### src/rtl/param_mailbox_pkg.sv
package param_mailbox_pkg;
  typedef enum logic {
    WR_IDLE = 1'b0,
    WR_DONE = 1'b1
  } wr_state_e;
endpackage

### src/rtl/param_mailbox_ram.sv
module param_mailbox_ram #(
  parameter int DATA_W = 16,
  parameter int DEPTH  = 24,
  parameter int ADDR_W = 5
) (
  input  logic              clk_i,
  input  logic              rst_ni,
  input  logic              we_i,
  input  logic [ADDR_W-1:0] waddr_i,
  input  logic [DATA_W-1:0] wdata_i,
  input  logic              re_i,
  input  logic [ADDR_W-1:0] raddr_i,
  output logic [DATA_W-1:0] rdata_o
);
  localparam logic [ADDR_W:0] DEPTH_X = (ADDR_W+1)'(DEPTH);

  logic [DATA_W-1:0] mem_q [DEPTH];
  logic              rd_ok;

  assign rd_ok = {1'b0, raddr_i} < DEPTH_X;

  // no reset on storage
  always_ff @(posedge clk_i) begin
    if (we_i) mem_q[waddr_i] <= wdata_i;
  end

  // nonblocking read of mem_q gives old data on same-address collision
  always_ff @(posedge clk_i or negedge rst_ni) begin
    if (!rst_ni)    rdata_o <= '0;
    else if (re_i)  rdata_o <= rd_ok ? mem_q[raddr_i] : '0;
  end
endmodule

### src/rtl/param_mailbox_regs.sv
module param_mailbox_regs #(
  parameter int DATA_W = 16,
  parameter int IDX_W  = 8
) (
  input  logic              clk_i,
  input  logic              rst_ni,
  input  logic              val_we_i,
  input  logic [DATA_W-1:0] val_i,
  input  logic              idx_we_i,
  input  logic [IDX_W-1:0]  idx_i,
  input  logic              go_i,
  input  logic              err_clr_i,
  input  logic              done_i,
  input  logic              oob_i,
  output logic [DATA_W-1:0] val_q_o,
  output logic [IDX_W-1:0]  idx_q_o,
  output logic              busy_o,
  output logic              err_o
);
  always_ff @(posedge clk_i or negedge rst_ni) begin
    if (!rst_ni) begin
      val_q_o <= '0;
      idx_q_o <= '0;
    end else if (!busy_o) begin
      if (val_we_i) val_q_o <= val_i;
      if (idx_we_i) idx_q_o <= idx_i;
    end
  end

  always_ff @(posedge clk_i or negedge rst_ni) begin
    if (!rst_ni)     busy_o <= 1'b0;
    else if (done_i) busy_o <= 1'b0;
    else if (go_i)   busy_o <= 1'b1;
  end

  // set wins over clear
  always_ff @(posedge clk_i or negedge rst_ni) begin
    if (!rst_ni)         err_o <= 1'b0;
    else if (oob_i)      err_o <= 1'b1;
    else if (err_clr_i)  err_o <= 1'b0;
  end
endmodule

### src/rtl/param_mailbox_writer.sv
module param_mailbox_writer
  import param_mailbox_pkg::*;
#(
  parameter int DATA_W = 16,
  parameter int IDX_W  = 8,
  parameter int DEPTH  = 24,
  parameter int ADDR_W = 5
) (
  input  logic              clk_i,
  input  logic              rst_ni,
  input  logic              busy_i,
  input  logic [DATA_W-1:0] val_i,
  input  logic [IDX_W-1:0]  idx_i,
  output logic              we_o,
  output logic [ADDR_W-1:0] waddr_o,
  output logic [DATA_W-1:0] wdata_o,
  output logic              oob_o,
  output logic              done_o
);
  localparam logic [IDX_W:0] DEPTH_X = (IDX_W+1)'(DEPTH);

  wr_state_e state_q;
  logic      issue, in_range;

  assign issue    = busy_i && (state_q == WR_IDLE);
  assign in_range = {1'b0, idx_i} < DEPTH_X;
  assign we_o     = issue && in_range;
  assign oob_o    = issue && !in_range;
  assign waddr_o  = idx_i[ADDR_W-1:0];
  assign wdata_o  = val_i;
  assign done_o   = (state_q == WR_DONE);

  always_ff @(posedge clk_i or negedge rst_ni) begin
    if (!rst_ni)     state_q <= WR_IDLE;
    else if (issue)  state_q <= WR_DONE;
    else if (done_o) state_q <= WR_IDLE;
  end
endmodule

### src/rtl/param_mailbox.sv
module param_mailbox #(
  parameter int DATA_W = 16,
  parameter int IDX_W  = 8,
  parameter int DEPTH  = 24,
  localparam int ADDR_W = (DEPTH > 1) ? $clog2(DEPTH) : 1
) (
  input  logic              clk_i,
  input  logic              rst_ni,
  input  logic              host_val_we_i,
  input  logic [DATA_W-1:0] host_val_i,
  input  logic              host_idx_we_i,
  input  logic [IDX_W-1:0]  host_idx_i,
  input  logic              host_go_i,
  input  logic              host_err_clr_i,
  output logic [DATA_W-1:0] val_q_o,
  output logic [IDX_W-1:0]  idx_q_o,
  output logic              busy_o,
  output logic              err_o,
  input  logic              rd_en_i,
  input  logic [ADDR_W-1:0] rd_addr_i,
  output logic [DATA_W-1:0] rd_data_o
);
  logic              ram_we, wr_oob, wr_done;
  logic [ADDR_W-1:0] ram_waddr;
  logic [DATA_W-1:0] ram_wdata;

  param_mailbox_regs #(.DATA_W(DATA_W), .IDX_W(IDX_W)) u_regs (
    .clk_i, .rst_ni,
    .val_we_i (host_val_we_i),
    .val_i    (host_val_i),
    .idx_we_i (host_idx_we_i),
    .idx_i    (host_idx_i),
    .go_i     (host_go_i),
    .err_clr_i(host_err_clr_i),
    .done_i   (wr_done),
    .oob_i    (wr_oob),
    .val_q_o, .idx_q_o, .busy_o, .err_o
  );

  param_mailbox_writer #(
    .DATA_W(DATA_W), .IDX_W(IDX_W), .DEPTH(DEPTH), .ADDR_W(ADDR_W)
  ) u_writer (
    .clk_i, .rst_ni,
    .busy_i (busy_o),
    .val_i  (val_q_o),
    .idx_i  (idx_q_o),
    .we_o   (ram_we),
    .waddr_o(ram_waddr),
    .wdata_o(ram_wdata),
    .oob_o  (wr_oob),
    .done_o (wr_done)
  );

  param_mailbox_ram #(.DATA_W(DATA_W), .DEPTH(DEPTH), .ADDR_W(ADDR_W)) u_ram (
    .clk_i, .rst_ni,
    .we_i   (ram_we),
    .waddr_i(ram_waddr),
    .wdata_i(ram_wdata),
    .re_i   (rd_en_i),
    .raddr_i(rd_addr_i),
    .rdata_o(rd_data_o)
  );
endmodule

### config.mk
export PLATFORM = sky130hd
export DESIGN_NAME = param_mailbox
export DESIGN_NICKNAME = d
export VERILOG_FILES = /design/src/rtl/param_mailbox_pkg.sv /design/src/rtl/param_mailbox_ram.sv /design/src/rtl/param_mailbox_regs.sv /design/src/rtl/param_mailbox_writer.sv /design/src/rtl/param_mailbox.sv
export SDC_FILE = /design/constraint.sdc
export NUM_CORES = 1
export LEC_CHECK = 0
export BUFFER_PORTS_ARGS = -buffer_cell sky130_fd_sc_hd__buf_4
export CORE_UTILIZATION = 55
export DETAILED_ROUTE_END_ITERATION = 12
export PLACE_DENSITY_LB_ADDON = 0.12
export SETUP_SLACK_MARGIN = 0.5
export SYNTH_ARGS = -nofsm -noshare
export SYNTH_HDL_FRONTEND = slang
export SYNTH_SLANG_ARGS = --single-unit
### constraint.sdc
create_clock -name clk_i -period 3.6 [get_ports clk_i]
set_clock_uncertainty 0.1 [all_clocks]
set_input_delay 0.54 -clock clk_i [delete_from_list [all_inputs] [get_ports clk_i]]
set_output_delay 0.54 -clock clk_i [all_outputs]
set_load 0.005 [all_outputs]
Yosys cells after proc, flatten, opt, wreduce, memory -nomap -nowiden. Memories as Yosys holds them, arrays and structs flattened. Index checks and enable logic that the tools add are counted.

Input bits: 36. Logic and storage cells: 27. RAM bits: 384. Memories: 1. Flip-flop bits (word level): 43.

Order comparisons: 2. Multiplexer cells: 8. Bitwise logic cells: 2. Reduce and logical (&&, ||, !) cells: 8.

Memories: u_ram.mem_q (words 24, bits a word 16, rd ports 1, clocked after Yosys merged registers in 0, write ports 1, RTL line param_mailbox_ram.sv:17) `logic [DATA_W-1:0] mem_q [DEPTH];`.

Operators by type and width (count): $mux 16 (1); $lt 8x5->1 const B (1); $mux 1 (7); $lt 5x5->1 const B (1); $reduce_and 2->1 (2); $reduce_bool 2->1 (2); $logic_and 1x1->1 (3); $not 1->1 (2); $logic_not 1->1 (1).

Depth between registers and ports, before layout.
Depth after elaboration: 5. Mapped depth: 7.

By module. Synthesis repeated with hierarchy kept, for this count alone.

Cells, all modules: 796. Area, all modules: 16567.1 µm².

By module, submodules not included: param_mailbox_ram (times used 1, cells each 711, area an instance 15320.9 µm²); param_mailbox_regs (times used 1, cells each 59, area an instance 1017.2 µm²); param_mailbox_writer (times used 1, cells each 26, area an instance 229.0 µm²).

Worst setup path before layout. No wires, ideal clock.

Kind: reg-to-reg. From: register u_regs.idx_q_o[3]. To: memory u_ram.mem_q[12][0] (enable). Data arrival time: 2.126 ns. Stages on the path, launching flop included: 6. Buffers on the path: 1. Path slack: 0.985 ns. Period minus slack after synthesis: 2.615 ns. Library setup time: 0.388 ns. Path through: dfrtp_1 -> a2111oi_4 -> nand2_1 -> or3_1 -> buf_2 -> nor2_1.

Cells in the longest elaborated chain, start to end: 4.

RTL lines: start, declared (RTL line param_mailbox_regs.sv:16) `output logic [IDX_W-1:0] idx_q_o,`; start signal, assigned (RTL line param_mailbox_regs.sv:26) `if (idx_we_i) idx_q_o <= idx_i;`; $lt 8x5->1 (RTL line param_mailbox_writer.sv:26) `assign in_range = {1'b0, idx_i} < DEPTH_X;`; $logic_and 1x1->1 (RTL line param_mailbox_writer.sv:27) `assign we_o = issue && in_range;`; $mux 1 (RTL line param_mailbox_ram.sv:24) `if (we_i) mem_q[waddr_i] <= wdata_i;`; $mux 1 (not written as such) (RTL line param_mailbox_ram.sv:24); end, declared (RTL line param_mailbox_ram.sv:17).

Parallel ways exist; a longest one is shown, timed or not.

Worst setup path after layout.
From: register u_regs.val_q_o[7]. To: output val_q_o[7].

RTL lines: start, declared (RTL line param_mailbox_regs.sv:15) `output logic [DATA_W-1:0] val_q_o,`; start signal, assigned (RTL line param_mailbox_regs.sv:25) `if (val_we_i) val_q_o <= val_i;`; end, declared (RTL line param_mailbox.sv:15) `output logic [DATA_W-1:0] val_q_o,`.

No word-level cell between the ends.

==> reports/metrics.cfg <==
[timing]
fmax_mhz = 400.5
drv_slew = 0
setup_tns_ps = 0
slew-limit-headroom_pct = 27.05
hold_viol_final = 0
min_period_ps = 2497
worst_slew_pin_slew_ps = 1094
finalWorstSetupSlack_ps = 1103
rsz0062_at_grt = false
fin_crit_sh_pct = 69.35
setup_viol = 0
worst_hold_slack_ps = 99.84

[cells_and_area]
diodes = 0
finish.utilization_pct = 64.80
nets = 928
syn2layout_area_growth_pct = 15.08
nFillCells = 1905
drive_gt1_share_pct = 31.96

[yosys]
ys_warn_count = 0
synth_edf_count = 384
synthDistinctLibCells = 27
ys_seq_elements = 427
ys_async_sr_fraction_pct = 10.07
synth.top_cell.area_share_pct = 70.77
synth_largest_area_cell = edfxtp_1
synthTopCellsByArea = edfxtp_1 (71%), mux4_2 (11%), dfrtp_1 (6.6%)
yosysMostFrequentCell = edfxtp_1
ys_seq_area_share_pct = 77.38
netlist_top_cells_count = edfxtp_1 (384), mux4_2 (80), dfrtp_1 (43)
synth_area_um2 = 16290
synthCells = 776
synth_fp_nets = 812
syn-mean-instance-area_um2 = 21.00
synthFlopType = edfxtp_1

[routing]
avgRoutedWirePerCell_um = 28.66
drt-initial-drc-count = 894
first_pass_iters = 5
wl_mm = 37.46
vias_per_cell = 6.370
num_vias = 8326
drc = 0
ant_nets = 0

[clock_tree]
ctsResizeCount = 0
clockBufferDepth = 3
clkTransAtPathRegs_ps = 60
clock_sinks = 427
numCtsBuffers = 42
tritoncts = yes
root_buffer = clkbuf_16
htree_levels = 2
insertion_delay_ps = 540

[critical_path]
crit_path_max_incr_delay_ps = 1050
cp_max_fo = 26
start_kind = flop
crit_chain = buf_4
crit_type = reg -> out
required_ps = 2960
end_kind = primary output
worst_path_max_delay_cell = dfrtp_1
crit_family = flip-flops
arrival_ps = 1860
critPathBufInv = 1

[global_routing]
track_usage_pct = 25.70
grt_remaining_overflow = 0
antenna_found_initial = 0
grt_pass1_wl_mm = 55.90
grt_pass1_vias = 8465
grt_max_degree = 44

[die]
initial_core_util_pct = 56.31
die_w_um = 174.1
core_um2 = 28940
row_count = 62
dieArea_um2 = 30320
io_pins = 78
die_h_um = 174.1

[place]
gp_congestion = 0.8315
dp.final_hpwl_mm = 22.33
io_buffers = 77
preCtsSetupSlack_ps = 921.0

[power_and_ir_drop]
power_density_nw_per_um2 = 657.3
peakVddDrop_mv = 0.7273
leakage_nw = 6.196
finalPower_w = 0.01233

[run]
maxCapViolCount = 0

[min_path]
min-delay-path-class = in -> reg

[outcome]
outcome = complete, no violations

layout by cell type (no fill, tap or decap), types with 2 or more instances in the layout:
cell type	n
nand2_1	21
clkbuf_8	4
buf_12	3
inv_1	3
nor2_1	28
nand3b_1	2
clkbuf_16	43
mux4_2	80
nor2b_1	5
buf_4	115
mux2_2	40
nand4b_1	2
a21oi_1	33
a32oi_1	16
a22oi_1	16
clkbuf_1	14
clkinv_1	7
edfxtp_1	384
dfrtp_1	43
mux2i_1	16
o221ai_1	32
clkinv_2	4
per-layer routing:
| layer | track usage [%] | part of all wire [%] | vias up |
|---|---|---|---|
| li1 | - | - | 3477 |
| met2 | 42.38 | 50 | 351 |
| met4 | 5.519 | 1.6 | 0 |
| met5 | 0 | 0 | - |
| met1 | 36.78 | 42 | 4458 |
| met3 | 4.068 | 6.7 | 40 |
worst paths after layout:
kind	cells past startpoint	slack (ps)	start	endpoint
worst max-delay path	1	1100	u_regs.val_q_o[7]	val_q_o[7]
worst min-delay path	2	100	host_err_clr_i	u_regs.err_o
worst max register to register	5	1170	u_regs.idx_q_o[3]	u_ram.mem_q[8][1]
worst min register to register	1	340	u_writer.done_o	u_regs.busy_o
max in group asynchronous	2	2500	rst_ni	u_ram.rdata_o[1]
min in group asynchronous	2	460	rst_ni	u_regs.val_q_o[14]
state kept, by name, indices dropped and copies added, names as in the netlist:
name / cells
u_regs.busy_o: 1
u_regs.val_q_o: 16
u_writer.done_o: 1
u_ram.mem_q: 384
u_regs.err_o: 1
u_ram.rdata_o: 16
u_regs.idx_q_o: 8
area by class of cell:
type	count	area [um^2]	share of cell area (%)
flip-flops and latches	427	12610	67.24
multi-input cells	299	3441	18.35
inverters	3	11.26	0.06006
clock inverters	14	93.84	0.5005
well taps	384	480.5	2.562
clock buffers	61	1184	6.313
repair buffers	119	933.4	4.978
through the flow:
step	instances	instance area, um^2
2_1_floorplan	776	16290
3_3_place_gp	1231	17460
3_5_place_dp	1231	17460
4_1_cts	1307	18750
5_1_grt	1307	18750
6_report	1307	18750
power breakdown:
part | switching, W | internal (W) | total, W
combinational | 0.000511 | 0.000566 | 0.00108
clock | 0.00173 | 0.00235 | 0.00408
sequential | 0.000872 | 0.00629 | 0.00717
total | 0.00312 | 0.00921 | 0.0123
cell families after synthesis:
logic type / synth area share [%]
flops: 77.38
mux: 14.81
compound gates: 4.539
simple gates: 1.774
buf+inv: 1.505
what timing repair did:
item                      4_1_cts  5_1_grt
buffers inserted                0        0
hold endpoints to repair       43        0
hold buffers                    1        0
No activity file was read; power rests on OpenSTA's default activity.
